===== src/rtl/mstate_wr_pkg.sv =====
package mstate_wr_pkg;

    typedef enum logic [1:0] {
        SRC_NONE   = 2'd0,
        SRC_MOVE   = 2'd1,
        SRC_RETURN = 2'd2,
        SRC_LOAD   = 2'd3
    } wr_src_e;

    localparam int BIT_LITTLE  = 0;
    localparam int BIT_DTRANS  = 4;
    localparam int BIT_ITRANS  = 5;
    localparam int BIT_VECBASE = 6;
    localparam int BIT_BRTRACE = 9;
    localparam int BIT_STEP    = 10;
    localparam int BIT_FPAVAIL = 13;
    localparam int BIT_USER    = 14;
    localparam int BIT_AUXA    = 22;
    localparam int BIT_AUXB    = 23;
    localparam int BIT_VECAV   = 25;
    localparam int BIT_HYP32   = 29;
    localparam int BIT_COMP32  = 31;
    localparam int BIT_HYP64   = 60;
    localparam int BIT_WIDE    = 63;

    function automatic int hyp_pos(input int xlen);
        return (xlen == 64) ? BIT_HYP64 : BIT_HYP32;
    endfunction

    function automatic logic [63:0] ctx_mask(input int xlen, input bit hyp_on);
        logic [63:0] m;
        m = '0;
        m[BIT_LITTLE]  = 1'b1;
        m[BIT_BRTRACE] = 1'b1;
        m[BIT_STEP]    = 1'b1;
        m[BIT_FPAVAIL] = 1'b1;
        m[BIT_USER]    = 1'b1;
        m[BIT_AUXA]    = 1'b1;
        m[BIT_AUXB]    = 1'b1;
        m[BIT_VECAV]   = 1'b1;
        m[BIT_COMP32]  = 1'b1;
        if (xlen == 64) m[BIT_WIDE] = 1'b1;
        if (hyp_on)     m[hyp_pos(xlen)] = 1'b1;
        return m;
    endfunction

endpackage


===== src/rtl/mstate_src_sel.sv =====
module mstate_src_sel
    import mstate_wr_pkg::*;
#(
    parameter int               XLEN    = 64,
    parameter logic [XLEN-1:0]  MASK    = '1,
    parameter logic [XLEN-1:0]  HYP_BIT = '0
) (
    input  logic [XLEN-1:0] cur,
    input  logic            mv_we,
    input  logic [XLEN-1:0] mv_val,
    input  logic            ret_we,
    input  logic [XLEN-1:0] ret_val,
    input  logic            ld_we,
    input  logic [XLEN-1:0] ld_val,
    output wr_src_e         src,
    output logic [XLEN-1:0] nxt,
    output logic            flush_req
);

    logic [XLEN-1:0] raw;
    logic [XLEN-1:0] masked;

    // Fixed priority: exception load, then return, then move.
    always_comb begin
        if (ld_we)       src = SRC_LOAD;
        else if (ret_we) src = SRC_RETURN;
        else if (mv_we)  src = SRC_MOVE;
        else             src = SRC_NONE;
    end

    always_comb begin
        unique case (src)
            SRC_LOAD:   raw = ld_val;
            SRC_RETURN: raw = ret_val;
            SRC_MOVE:   raw = mv_val;
            default:    raw = cur;
        endcase
        masked = raw & MASK;
        // A move cannot touch the hypervisor bit.
        if (src == SRC_MOVE)
            nxt = (masked & ~HYP_BIT) | (cur & HYP_BIT);
        else
            nxt = masked;
    end

    always_comb begin
        flush_req = 1'b0;
        if (src == SRC_MOVE || src == SRC_RETURN)
            flush_req = (nxt[BIT_ITRANS] != cur[BIT_ITRANS]) ||
                        (nxt[BIT_DTRANS] != cur[BIT_DTRANS]);
    end

endmodule


===== src/rtl/mstate_derive.sv =====
module mstate_derive
    import mstate_wr_pkg::*;
#(
    parameter int               XLEN     = 64,
    parameter logic [XLEN-1:0]  HYP_BIT  = '0,
    parameter logic [XLEN-1:0]  CTX_MASK = '0
) (
    input  logic [XLEN-1:0] cur,
    input  logic [XLEN-1:0] side_flags,
    output logic [1:0]      mem_idx,
    output logic [XLEN-1:0] ctx_flags
);

    logic user_mode;
    logic hyp_mode;

    always_comb begin
        user_mode = cur[BIT_USER];
        hyp_mode  = |(cur & HYP_BIT);
        if (!user_mode && hyp_mode) mem_idx = 2'd2;
        else if (user_mode)         mem_idx = 2'd0;
        else                        mem_idx = 2'd1;
        ctx_flags = (cur & CTX_MASK) | side_flags;
    end

endmodule


===== src/rtl/mstate_wr_unit.sv =====
module mstate_wr_unit
    import mstate_wr_pkg::*;
#(
    parameter int          XLEN      = 64,
    parameter bit          HYP32_EN  = 1'b1,
    parameter logic [63:0] IMPL_MASK = 64'hF7FF_FFFF_FFFF_FF71
) (
    input  logic            clk,
    input  logic            rst_n,
    input  logic            mv_we,
    input  logic [XLEN-1:0] mv_val,
    input  logic            ret_we,
    input  logic [XLEN-1:0] ret_val,
    input  logic [XLEN-1:0] ret_pc,
    input  logic            ld_we,
    input  logic [XLEN-1:0] ld_val,
    input  logic [XLEN-1:0] side_flags,
    output logic [XLEN-1:0] mstate,
    output logic [1:0]      mem_idx,
    output logic [XLEN-1:0] ctx_flags,
    output logic            flush_tlb,
    output logic            redirect_vld,
    output logic [XLEN-1:0] redirect_pc
);

    localparam bit              HYP_ON   = (XLEN == 64) || HYP32_EN;
    localparam int              HYP_POS  = hyp_pos(XLEN);
    localparam logic [XLEN-1:0] MASK     = IMPL_MASK[XLEN-1:0];
    localparam logic [XLEN-1:0] HYP_BIT  = HYP_ON ? (XLEN'(1) << HYP_POS) : '0;
    localparam logic [63:0]     CTX64    = ctx_mask(XLEN, HYP_ON);
    localparam logic [XLEN-1:0] CTX_MASK = CTX64[XLEN-1:0];
    localparam logic [XLEN-1:0] RST_VAL  = (XLEN'(1) << BIT_VECBASE) & MASK & ~HYP_BIT;
    localparam logic [XLEN-1:0] PC_ALIGN = ~XLEN'(3);

    wr_src_e         src;
    logic [XLEN-1:0] nxt;
    logic            flush_req;
    logic [XLEN-1:0] mstate_q;
    logic            flush_q;
    logic            redir_vld_q;
    logic [XLEN-1:0] redir_pc_q;

    mstate_src_sel #(
        .XLEN    (XLEN),
        .MASK    (MASK),
        .HYP_BIT (HYP_BIT)
    ) u_sel (
        .cur       (mstate_q),
        .mv_we     (mv_we),
        .mv_val    (mv_val),
        .ret_we    (ret_we),
        .ret_val   (ret_val),
        .ld_we     (ld_we),
        .ld_val    (ld_val),
        .src       (src),
        .nxt       (nxt),
        .flush_req (flush_req)
    );

    mstate_derive #(
        .XLEN     (XLEN),
        .HYP_BIT  (HYP_BIT),
        .CTX_MASK (CTX_MASK)
    ) u_derive (
        .cur        (mstate_q),
        .side_flags (side_flags),
        .mem_idx    (mem_idx),
        .ctx_flags  (ctx_flags)
    );

    // State register: the update is chosen by the write source.
    always_ff @(posedge clk or negedge rst_n) begin
        if (!rst_n) begin
            mstate_q    <= RST_VAL;
            flush_q     <= 1'b0;
            redir_vld_q <= 1'b0;
            redir_pc_q  <= '0;
        end else begin
            unique case (src)
                SRC_NONE: begin
                    flush_q     <= 1'b0;
                    redir_vld_q <= 1'b0;
                end
                SRC_MOVE: begin
                    mstate_q    <= nxt;
                    flush_q     <= flush_req;
                    redir_vld_q <= 1'b0;
                end
                SRC_RETURN: begin
                    mstate_q    <= nxt;
                    flush_q     <= flush_req;
                    redir_vld_q <= 1'b1;
                    redir_pc_q  <= ret_pc & PC_ALIGN;
                end
                SRC_LOAD: begin
                    mstate_q    <= nxt;
                    flush_q     <= 1'b0;
                    redir_vld_q <= 1'b0;
                end
                default: begin
                    flush_q     <= 1'b0;
                    redir_vld_q <= 1'b0;
                end
            endcase
        end
    end

    always_comb begin
        mstate       = mstate_q;
        flush_tlb    = flush_q;
        redirect_vld = redir_vld_q;
        redirect_pc  = redir_pc_q;
    end

    // no bit outside the implemented mask is ever stored
    p_impl_mask_r1: assert property (@(posedge clk) disable iff (!rst_n)
        (mstate_q & ~MASK) == '0);

    // index encoding has only three legal values
    p_idx_legal_r5: assert property (@(posedge clk) disable iff (!rst_n)
        mem_idx != 2'd3);

    // a flush pulse always follows a change of a translation enable
    p_flush_cause_r7: assert property (@(posedge clk) disable iff (!rst_n)
        flush_q |-> (mstate_q[BIT_ITRANS:BIT_DTRANS] != $past(mstate_q[BIT_ITRANS:BIT_DTRANS])));

    // the resume address is word aligned
    p_pc_align_r8: assert property (@(posedge clk) disable iff (!rst_n)
        redir_vld_q |-> (redir_pc_q[1:0] == 2'b00));

    // a load never requests a flush or a redirect
    p_load_quiet_r9: assert property (@(posedge clk) disable iff (!rst_n)
        ld_we |=> (!flush_q && !redir_vld_q));

    generate
        if (HYP_ON) begin : g_hyp_chk
            // a move alone leaves the hypervisor bit unchanged
            p_hyp_keep_r2: assert property (@(posedge clk) disable iff (!rst_n)
                (mv_we && !ret_we && !ld_we) |=> $stable(mstate_q[HYP_POS]));
        end else begin : g_nohyp_chk
            // without hypervisor state the top index is unreachable
            p_no_hyp_idx_r4: assert property (@(posedge clk) disable iff (!rst_n)
                mem_idx != 2'd2);
        end
    endgenerate

endmodule


===== config.mk =====
export PLATFORM = sky130hd
export DESIGN_NAME = mstate_wr_unit
export DESIGN_NICKNAME = d
export VERILOG_FILES = /design/src/rtl/mstate_wr_pkg.sv /design/src/rtl/mstate_src_sel.sv /design/src/rtl/mstate_derive.sv /design/src/rtl/mstate_wr_unit.sv
export SDC_FILE = /design/constraint.sdc
export NUM_CORES = 1
export LEC_CHECK = 0
export ABC_AREA = 1
export BUFFER_PORTS_ARGS = -buffer_cell sky130_fd_sc_hd__buf_2
export CAP_MARGIN = 40
export CORE_AREA = 10 10 192 194
export CTS_BUF_LIST = sky130_fd_sc_hd__clkbuf_8
export DETAILED_ROUTE_END_ITERATION = 10
export DIE_AREA = 0 0 202 204
export GPL_TIMING_DRIVEN = 0
export PLACE_DENSITY = 0.49
export SLEW_MARGIN = 25
export SYNTH_ARGS = -nofsm -noshare
export SYNTH_HDL_FRONTEND = slang
export SYNTH_SLANG_ARGS = --single-unit

===== constraint.sdc =====
create_clock -name clk -period 1.15 [get_ports clk]
set_input_delay 0.23 -clock clk [delete_from_list [all_inputs] [get_ports clk]]
set_output_delay 0.23 -clock clk [all_outputs]
set_load 0.02 [all_outputs]

==> results of run 1 <==
per-layer routing:
metal	part of all wire (%)	global-route usage [%]	vias up
li1	-	-	3874
met1	39	18.21	3833
met2	51	30.27	411
met3	8.0	6.007	54
met4	2.3	5.154	0
met5	0	0	-
through the flow:
stage	cells	setup WS, ns	hold WS (ns)
final	1976	-0.3717	0.05263
after detailed placement	1651	-1.034	0.1731
after global routing	1976	-0.4521	0.01609
after global placement	1649	-2.089	0.4319
after CTS	1936	-0.4357	0.00007067
after floorplan	759	-0.4116	-0.06559
cells by family after synthesis:
group | count (synthesis) | share of synthesized area (%)
and+or+nand+nor | 392 | 24.98
DFF | 123 | 50.97
AOI/OAI and AO/OA | 117 | 10.92
buffers and inverters | 115 | 12.03
adders and majority gates | 5 | 1.036
other | 1 | 0.06208
sequential cells by signal, indices dropped and copies added, names as in the netlist:
register      flops
redirect_pc      62
mstate           59
flush_tlb         1
redirect_vld      1
cell usage in the layout, fill, tap and decap left out, types with 3 or more instances in the layout:
master	n
sky130_fd_sc_hd__dfrtp_1	120
sky130_fd_sc_hd__clkbuf_2	3
sky130_fd_sc_hd__buf_4	134
sky130_fd_sc_hd__ha_4	3
sky130_fd_sc_hd__nor2_2	5
sky130_fd_sc_hd__a31oi_1	54
sky130_fd_sc_hd__a21oi_2	4
sky130_fd_sc_hd__clkbuf_1	3
sky130_fd_sc_hd__nand2_2	22
sky130_fd_sc_hd__buf_6	155
sky130_fd_sc_hd__inv_1	4
sky130_fd_sc_hd__buf_2	310
sky130_fd_sc_hd__clkbuf_16	7
sky130_fd_sc_hd__inv_2	4
sky130_fd_sc_hd__nand3_1	4
sky130_fd_sc_hd__buf_16	5
sky130_fd_sc_hd__nor2_1	46
sky130_fd_sc_hd__buf_12	15
sky130_fd_sc_hd__or2_4	11
sky130_fd_sc_hd__nand2_4	11
sky130_fd_sc_hd__dlygate4sd3_1	203
sky130_fd_sc_hd__clkbuf_8	22
sky130_fd_sc_hd__nand2_1	282
sky130_fd_sc_hd__conb_1	7
sky130_fd_sc_hd__a21oi_1	54
sky130_fd_sc_hd__nor2_4	9
sky130_fd_sc_hd__buf_8	5
sky130_fd_sc_hd__clkinv_2	4
power by group through the flow:
| stage | Clock (mW) | Combinational, mW | Sequential, mW |
|---|---|---|---|
| 5_1_grt | 4.49 | 6.35 | 5.40 |
| 4_1_cts | 4.37 | 5.53 | 5.32 |
| 2_1_floorplan | 0 | 1.24 | 5.97 |
| 3_3_place_gp | 0 | 3.68 | 5.26 |
| 6_report | 4.17 | 5.96 | 5.34 |
| 3_5_place_dp | 0 | 3.71 | 5.28 |
worst paths after layout:
path                                            start                          end  slack, ns  depth (start not counted)
min                                        ld_val[49]       mstate[49]$_DFFE_PN0P_       0.05                          3
max in group asynchronous                       rst_n       mstate[45]$_DFFE_PN0P_       0.14                          3
max reg2reg                     mstate[4]$_DFFE_PN0P_          flush_tlb$_DFF_PN0_       0.14                          6
min in group asynchronous                       rst_n  redirect_pc[52]$_DFFE_PN0N_       0.27                          2
max                            mstate[14]$_DFFE_PN0P_                ctx_flags[14]      -0.37                          2
min reg2reg                redirect_pc[7]$_DFFE_PN0N_   redirect_pc[7]$_DFFE_PN0N_       0.50                          2
critical path, stage by stage, from the launching register on:
cell,delay [ns]
sky130_fd_sc_hd__dfrtp_2,0.45
sky130_fd_sc_hd__or2_4,0.24
sky130_fd_sc_hd__buf_6,0.13
cell type report:
class | instances | area [um^2]
clock buffers | 22 | 302.8
inverters | 10 | 47.55
flip-flops and latches | 123 | 3082
well taps | 448 | 560.5
repair buffers | 740 | 6105
plain buffers | 102 | 959.7
clock inverters | 10 | 112.6
fillers | 3148 | 19340
multi-input cells | 521 | 2604
what timing repair did:
| item | 4_1_cts | 5_1_grt |
|---|---|---|
| cloned | 4 | 6 |
| gates resized for setup | 369 | 103 |
| hold endpoints to repair | 168 | 0 |
| hold buffers | 203 | 0 |
| buffers inserted | 47 | 38 |
| endpoints found under the setup margin | 258 | 248 |
| pin swaps | 15 | 37 |
==> qor_table.md, run 1 <==
| Result | Value | Unit |
| --- | --- | --- |
| Vias | 8172 | - |
| Global-route congestion overflow total | 0 | - |
| Total internal power | 10.30 | mW |
| Post-Syn Instances | 753 | - |
| Vias per Instance | 4.136 | - |
| Final-stage net count | 1845 | - |
| Total power | 15.47 | mW |
| Most used standard cells in the synthesized netlist | 315 x sky130_fd_sc_hd__nand2_1, 122 x sky130_fd_sc_hd__dfrtp_1, 68 x sky130_fd_sc_hd__buf_4 | - |
| Post-synthesis sequential area ratio | 50.97 | % |
| DR DRC count | 0 | - |
| Die area | 41210 | um^2 |
| Worst Path Required | 0.92 | ns |
| Proportion of netlist area held by the largest area contributor | 50.54 | % |
| Count of distinct cell types in the synthesized netlist | 19 | - |
| Share of final-layout standard cells stronger than drive strength 1 | 48.95 | % |
| Count of antenna-violating nets left after detailed routing | 0 | - |
| Half-perimeter wire length after detailed placement | 25950 | um |
| Leakage power of the design | 6.977 | nW |
| TritonCTS buffer count | 17 | - |
| Die Y | 204 | um |
| GRT Resource Usage Total | 16.86 | % |
| Number of slew-limit violations in the final report | 0 | - |
| RSZ-0062 raised after global routing | true | - |
| Finish-stage setup viols | 136 | - |
| Data arrival at the endpoint of the critical path | 1.29 | ns |
| Global-route wire length before repair | 53490 | um |
| H-tree depth | 4 | - |
| Initial antenna violation count | 1 | - |
| Max Cap Viol | 0 | - |
| Final hold violation count | 0 | - |
| Sequential cell fraction of total power | 34.5 | % |
| Switching share of total power | 33.47 | % |
| Number of core rows | 67 | - |
| Width of the die | 202 | um |
| Most used standard cell by instance count after synthesis | sky130_fd_sc_hd__nand2_1 | - |
| Final worst path period share | 132.3 | % |
| Number of clock sinks | 123 | - |
| Iter 0 DRT Violations | 294 | - |
| Outcome | finished with violations | - |
| Violations in the final reports | setup timing | - |
| Path type of the worst min-delay path | in2reg | - |
| Buffer type at the clock tree root | sky130_fd_sc_hd__clkbuf_8 | - |
| Number of global-route vias before repair | 8757 | - |
| Initial core utilization | 18.24 | % |
| Peak VDD IR | 0.5889 | mV |
| Fin Setup TNS | -15.58 | ns |
| Post-synth design cell area | 6041 | um^2 |
| Worst clock skew | 0.001992 | ns |
| Post-CTS clock slew at the launch and capture registers of the worst setup and hold paths | 0.08 | ns |
| Clock network latency to the later pin of the worst-skew pair | 0.47 | ns |
| P_sw | 5.179 | mW |
| Logic gate share of total power | 38.5 | % |
| Count of boundary I/O pins | 521 | - |
| Final critical path time including I/O delays and setup | 1.522 | ns |
| Worst setup path category | reg2out | - |
| TritonCTS clock tree | yes | - |
| Number of enable flip-flop cells after synthesis | 0 | - |
| Average footprint of a synthesized cell | 8.022 | um^2 |
| Crit start category | register | - |
| Std-Cell Core Area | 33110 | um^2 |
| TritonRoute pass-1 iters | 4 | - |
| Pin count of the biggest net entering global routing | 74 | - |
| Average wire length per cell after detail routing | 19.03 | um |
| Final instance area | 13770 | um^2 |
| Transition time at the pin with the least slew margin | 0.5503 | ns |
| Syn-to-layout area delta | 128.0 | % |
| Max transition margin | 63.32 | % |
| Proportion of synthesized flip-flops having asynchronous set or reset | 100.0 | % |
| Most area-hungry cell type in the Yosys netlist | sky130_fd_sc_hd__dfrtp_1 | - |
| Ys Warns | 0 | - |
| Number of storage elements in the synthesis netlist | 123 | - |
| Critical path endpoint category | primary output | - |
| Most common flop cell mapped by yosys | sky130_fd_sc_hd__dfrtp_1 | - |
| Placed standard-cell area | 8954 | um^2 |
| Cell Pwr Density | 1124 | nW/um^2 |
| IO buf count | 442 | - |
| Largest fanout on the critical path | 4 | - |
| Clock power frac | 26.9 | % |
| Synth top area cells | sky130_fd_sc_hd__dfrtp_1 51%, sky130_fd_sc_hd__nand2_1 20%, sky130_fd_sc_hd__buf_4 8.5% | - |
| Number of antenna cells inserted | 0 | - |
| Final Util | 41.59 | % |
| Number of buffers on the longest clock path | 2 | - |
| Final Routed Wirelength | 37610 | um |
| Maximum clock frequency | 0.6571 | GHz |
| Global placement routability congestion | 0.8066 | - |
| Worst Slack Setup Final | -0.3717 | ns |
No activity file was read; power rests on OpenSTA's default activity.
==> inputs of run 2 (changes only) <==
Settings changed: CORE_AREA 10 10 192 194 to 10 10 196 198, DIE_AREA 0 0 202 204 to 0 0 206 208.
Clock period 1.15 ns to 1.3 ns, I/O delays scaled along.
==> run 2 against run 1 <==
- the flow still finishes with violations (setup timing)
- combinational power down 20%
- via count down 6.1%
- final area down 9.9%
- register-to-register slack better by 0.11 ns
- first-iteration DRC count down 20%
- wire length down 5.4%
- critical path type unchanged
==> qor_table.md, run 2 (synthesis results as in run 1) <==
| Result | Value | Unit |
| --- | --- | --- |
| Top cell family by delay on the critical path | flip-flops | - |
| Number of core rows | 68 | - |
| Initial antenna violation count | 4 | - |
| Post-CTS clock slew at the launch and capture registers of the worst setup and hold paths | 0.09 | ns |
| Vias | 7672 | - |
| Maximum clock frequency | 0.6436 | GHz |
| Non-filler cells, final | 1896 | - |
| Worst stage delay on the critical path | 0.45 | ns |
| Max transition margin | 63.39 | % |
| TritonCTS buffer count | 17 | - |
| Count of boundary I/O pins | 521 | - |
| Crit start category | register | - |
| Worst Slack Setup Final | -0.2537 | ns |
| IO buf count | 442 | - |
| Most common library cell in the layout ignoring fill and taps | sky130_fd_sc_hd__buf_2 | - |
| P_sw | 4.562 | mW |
| Final Routed Wirelength | 35590 | um |
| Die area | 42850 | um^2 |
| Half-perimeter wire length after detailed placement | 26460 | um |
| Final instance area | 12420 | um^2 |
| Final-stage net count | 1757 | - |
| Sequential cell fraction of total power | 36.0 | % |
| Syn-to-layout area delta | 105.5 | % |
| Buffer type at the clock tree root | sky130_fd_sc_hd__clkbuf_8 | - |
| Share of final-layout standard cells stronger than drive strength 1 | 47.78 | % |
| Most frequent cells in the layout | 316 x sky130_fd_sc_hd__buf_2, 313 x sky130_fd_sc_hd__nand2_1, 146 x sky130_fd_sc_hd__buf_6, 133 x sky130_fd_sc_hd__dlygate4sd3_1, 132 x sky130_fd_sc_hd__buf_4 | - |
| Combined flip-flop and latch cell area | 3082 | um^2 |
| Worst-path cell with the longest stage delay | sky130_fd_sc_hd__dfrtp_2 | - |
| Multi-input gate area in the final layout | 2412 | um^2 |
| Clock network latency to the later pin of the worst-skew pair | 0.47 | ns |
| Number of fillers in the final layout | 3464 | - |
| Total internal power | 8.530 | mW |
| Switching share of total power | 34.85 | % |
| Cell Pwr Density | 1054 | nW/um^2 |
| Worst Path Required | 1.04 | ns |
| Global-route congestion overflow total | 0 | - |
| Average wire length per cell after detail routing | 18.77 | um |
| Iter 0 DRT Violations | 235 | - |
| Die Y | 208 | um |
| Number of global-route vias before repair | 8262 | - |
| Placed standard-cell area | 8962 | um^2 |
| Final Util | 36.12 | % |
| Initial core utilization | 17.57 | % |
| TritonCTS clock tree | yes | - |
| Final critical path time including I/O delays and setup | 1.554 | ns |
| Std-Cell Core Area | 34370 | um^2 |
| Max Cap Viol | 0 | - |
| Count of antenna-violating nets left after detailed routing | 0 | - |
| Width of the die | 206 | um |
| Global placement routability congestion | 0.8621 | - |
| Pin count of the biggest net entering global routing | 65 | - |
| Number of slew-limit violations in the final report | 0 | - |
| Transition time at the pin with the least slew margin | 0.5492 | ns |
| Finish-stage setup viols | 29 | - |
| TritonRoute pass-1 iters | 7 | - |
| Vias per Instance | 4.046 | - |
| Flip-flop count of the largest register after layout | 62 | - |
| Path type of the worst min-delay path | in2reg | - |
| Cells after DPL | 1658 | - |
| Leakage power of the design | 6.385 | nW |
| Worst clock skew | 0.005040 | ns |
| Logic gate share of total power | 36.3 | % |
| Largest fanout on the critical path | 4 | - |
| Number of clock sinks | 123 | - |
| RSZ-0062 raised after global routing | true | - |
| Final hold violation count | 0 | - |
| Final worst path period share | 119.5 | % |
| Total power | 13.09 | mW |
| Outcome | finished with violations | - |
| Peak VDD IR | 0.5487 | mV |
| Global-route wire length before repair | 50490 | um |
| Worst setup path category | reg2out | - |
| Violations in the final reports | setup timing | - |
| H-tree depth | 4 | - |
| DR DRC count | 0 | - |
| Clock power frac | 27.6 | % |
| Number of buffers on the longest clock path | 2 | - |
| Sum of buffers and inverters on the critical path | 1 | - |
| Cells along the critical path | or2_4 > buf_6 | - |
| GRT Resource Usage Total | 15.57 | % |
| Data arrival at the endpoint of the critical path | 1.29 | ns |
| Critical path endpoint category | primary output | - |
run 2: final cells by class:
type                    count  share of cell area, %
clock inverters            15                  1.320
inverters                  10                 0.3628
well taps                 455                  4.585
flip-flops and latches    123                  24.82
diodes                      1                0.02016
multi-input cells         521                  19.43
plain buffers             104                  6.812
repair buffers            650                  40.76
clock buffers              17                  1.885
run 2: power by group through the flow:
stage / sequential [mW] / combinational [mW] / clock [mW]
floorplan: 5.28 / 1.10 / 0
global placement: 4.64 / 3.29 / 0
detailed placement: 4.66 / 3.31 / 0
CTS: 4.70 / 4.55 / 3.80
global route: 4.78 / 5.10 / 3.94
finish: 4.72 / 4.75 / 3.62
run 2: path summary, 6_finish.rpt:
check	start	endpoint	slack, ns	depth (start not counted)
max in group asynchronous	rst_n	mstate[14]$_DFFE_PN0P_	0.21	3
worst max-delay path	mstate[60]$_DFFE_PN0P_	ctx_flags[60]	-0.25	2
worst max register to register	mstate[5]$_DFFE_PN0P_	flush_tlb$_DFF_PN0_	0.25	6
worst min register to register	redirect_pc[56]$_DFFE_PN0N_	redirect_pc[56]$_DFFE_PN0N_	0.50	2
min in group asynchronous	rst_n	redirect_pc[13]$_DFFE_PN0N_	0.32	2
worst min-delay path	ret_val[63]	mstate[63]$_DFFE_PN0P_	0.05	3
run 2: metrics by stage:
stage,hold slack [ns],setup slack [ns],TNS [ns]
2_1_floorplan,-0.03559,-0.2916,-26.14
3_3_place_gp,0.4510,-2.048,-332.63
3_5_place_dp,0.2367,-0.8865,-82.19
4_1_cts,0.0004231,-0.3164,-8.054
5_1_grt,0.002345,-0.3301,-10.94
6_report,0.05217,-0.2537,-3.813
run 2: timing repair:
action / CTS / global route
buffers inserted: 38 / 36
resized for setup: 316 / 52
gates cloned: 0 / 2
setup endpoints to repair: 249 / 207
pin swaps: 3 / 4
endpoints found under the hold margin: 162 / 2
hold buffers: 131 / 2
run 2: tightest hold or removal path, delay by kind of cell:
family / cells / cell delay, ns
buffers and inverters: 1 / 0.10
AND/OR/NAND/NOR: 1 / 0.05
AO/OA/AOI/OAI: 1 / 0.07
run 2: per-layer routing:
layer	global-route usage, %	part of all wire [%]
met1	16.53	38
met2	27.43	51
met3	6.495	9.9
met4	4.466	1.5
met5	0	0.053
==> inputs of run 3 (changes only) <==
Clock period 1.3 ns to 1.35 ns, I/O delays scaled along.
==> run 3 against run 2 <==
- critical path depth is the same
- die area is the same
- the run still ends with setup timing left
- non-clock buffer count shrank 52
- wire length shrank 3.5%
- clock skew shrank 0.0046 ns
- total power shrank 5.9%
- worst setup slack gained 0.047 ns
- clock-buffer cell count is the same
==> qor_table.md, run 3 (synthesis results as in run 1) <==
| Result | Value | Unit |
| --- | --- | --- |
| Width of the die | 206 | um |
| Outcome | finished with violations | - |
| Finish-stage setup viols | 24 | - |
| Maximum clock frequency | 0.6423 | GHz |
| Final critical path time including I/O delays and setup | 1.557 | ns |
| IO buf count | 442 | - |
| Number of slew-limit violations in the final report | 0 | - |
| Leakage power of the design | 6.112 | nW |
| Critical path endpoint category | primary output | - |
| Met2 WL | 17280 | um |
| Placed standard-cell area | 8962 | um^2 |
| Crit start category | register | - |
| Share of final-layout standard cells stronger than drive strength 1 | 48.20 | % |
| Max transition margin | 63.61 | % |
| Average wire length per cell after detail routing | 18.62 | um |
| Number of buffers on the longest clock path | 2 | - |
| Die Y | 208 | um |
| Most common library cell in the layout ignoring fill and taps | sky130_fd_sc_hd__buf_2 | - |
| Worst clock skew | 0.0004128 | ns |
| Global placement routability congestion | 0.8621 | - |
| Cells after DPL | 1658 | - |
| Worst Slack Setup Final | -0.2070 | ns |
| Most frequent cells in the layout | 325 x sky130_fd_sc_hd__buf_2, 315 x sky130_fd_sc_hd__nand2_1, 128 x sky130_fd_sc_hd__buf_6, 126 x sky130_fd_sc_hd__buf_4, 120 x sky130_fd_sc_hd__dfrtp_1 | - |
| Final Routed Wirelength | 34330 | um |
| Path type of the worst min-delay path | in2reg | - |
| Cell Pwr Density | 1050 | nW/um^2 |
| Clock network latency to the later pin of the worst-skew pair | 0.46 | ns |
| Non-filler cells, final | 1844 | - |
| Syn-to-layout area delta | 94.24 | % |
| Worst setup path category | reg2out | - |
| Std-Cell Core Area | 34370 | um^2 |
| TritonCTS buffer count | 17 | - |
| Count of antenna-violating nets left after detailed routing | 0 | - |
| Final worst path period share | 115.3 | % |
| Data arrival at the endpoint of the critical path | 1.29 | ns |
| Vias | 7411 | - |
| Setup Slack @ Placement | -0.8465 | ns |
| Global-route wire length before repair | 48850 | um |
| GRT Resource Usage Total | 15.09 | % |
| DR DRC count | 0 | - |
| Violations in the final reports | setup timing | - |
| Number of clock sinks | 123 | - |
| Vias per Instance | 4.019 | - |
| Routed metal-1 wire length | 13210 | um |
| Final instance area | 11730 | um^2 |
| Final-stage net count | 1705 | - |
| Initial core utilization | 17.57 | % |
| Initial antenna violation count | 4 | - |
| Die area | 42850 | um^2 |
| Pin count of the biggest net entering global routing | 65 | - |
| Wire length on met3 | 3322 | um |
| Flip-flop count of the largest register after layout | 62 | - |
| Total power | 12.32 | mW |
| Iter 0 DRT Violations | 264 | - |
| Fin Setup TNS | -2.630 | ns |
| Half-perimeter wire length after detailed placement | 26460 | um |
| Buffer type at the clock tree root | sky130_fd_sc_hd__clkbuf_8 | - |
| Number of core rows | 68 | - |
| TritonCTS clock tree | yes | - |
| Worst Path Required | 1.08 | ns |
| Post-CTS clock slew at the launch and capture registers of the worst setup and hold paths | 0.08 | ns |
| RSZ-0062 raised after global routing | true | - |
| Max Cap Viol | 0 | - |
| TritonRoute pass-1 iters | 7 | - |
| Global-route congestion overflow total | 0 | - |
| Final Util | 34.14 | % |
| Final hold violation count | 0 | - |
| Max Used Layer | met5 | - |
| H-tree depth | 4 | - |
| Count of boundary I/O pins | 521 | - |
| Number of global-route vias before repair | 7952 | - |
| Largest fanout on the critical path | 4 | - |
| Transition time at the pin with the least slew margin | 0.5459 | ns |
| Hold Worst Slack | 0.05966 | ns |
| Peak VDD IR | 0.5596 | mV |
## run 3: what timing repair did
| action | CTS | global route |
|---|---|---|
| hold buffers | 93 | 0 |
| endpoints found under the hold margin | 144 | 0 |
| pin swaps | 3 | 2 |
| setup buffers | 26 | 35 |
| cloned | 0 | 1 |
| endpoints found under the setup margin | 187 | 165 |
| resized for setup | 195 | 122 |
## run 3: metal layers
layer	vias up	global-route usage, %
met4	4	3.788
met5	-	0
met2	349	26.55
li1	3597	-
met3	27	6.215
met1	3434	16.30
## run 3: area by class of cell
cell class	instances	area, um^2
multi-input combinational	521	2349
sequential	123	3082
fill	3553	22640
tap	455	569.3
clock buffer	17	234.0
antenna	1	2.502
buffer	104	832.0
clock inverter	15	163.9
inverter	10	40.04
timing repair buffer	598	4462
## run 3: path summary, 6_finish.rpt
check | startpoint | endpoint | slack (ns) | depth (start not counted)
worst max-delay path | mstate[14]$_DFFE_PN0P_ | ctx_flags[14] | -0.21 | 2
worst min-delay path | ret_val[35] | mstate[35]$_DFFE_PN0P_ | 0.06 | 3
worst max register to register | mstate[5]$_DFFE_PN0P_ | flush_tlb$_DFF_PN0_ | 0.30 | 6
worst min register to register | redirect_pc[56]$_DFFE_PN0N_ | redirect_pc[56]$_DFFE_PN0N_ | 0.47 | 2
max in group asynchronous | rst_n | mstate[14]$_DFFE_PN0P_ | 0.27 | 3
min in group asynchronous | rst_n | redirect_pc[13]$_DFFE_PN0N_ | 0.33 | 2
## run 3: worst max-delay path: stages (launching register included)
cell	delay [ns]
sky130_fd_sc_hd__dfrtp_2	0.46
sky130_fd_sc_hd__or2_4	0.25
sky130_fd_sc_hd__buf_6	0.13
## run 3: power breakdown
part / internal (mW) / switching (mW)
clock network: 1.67 / 1.80
logic: 2.18 / 2.13
registers: 4.16 / 0.360
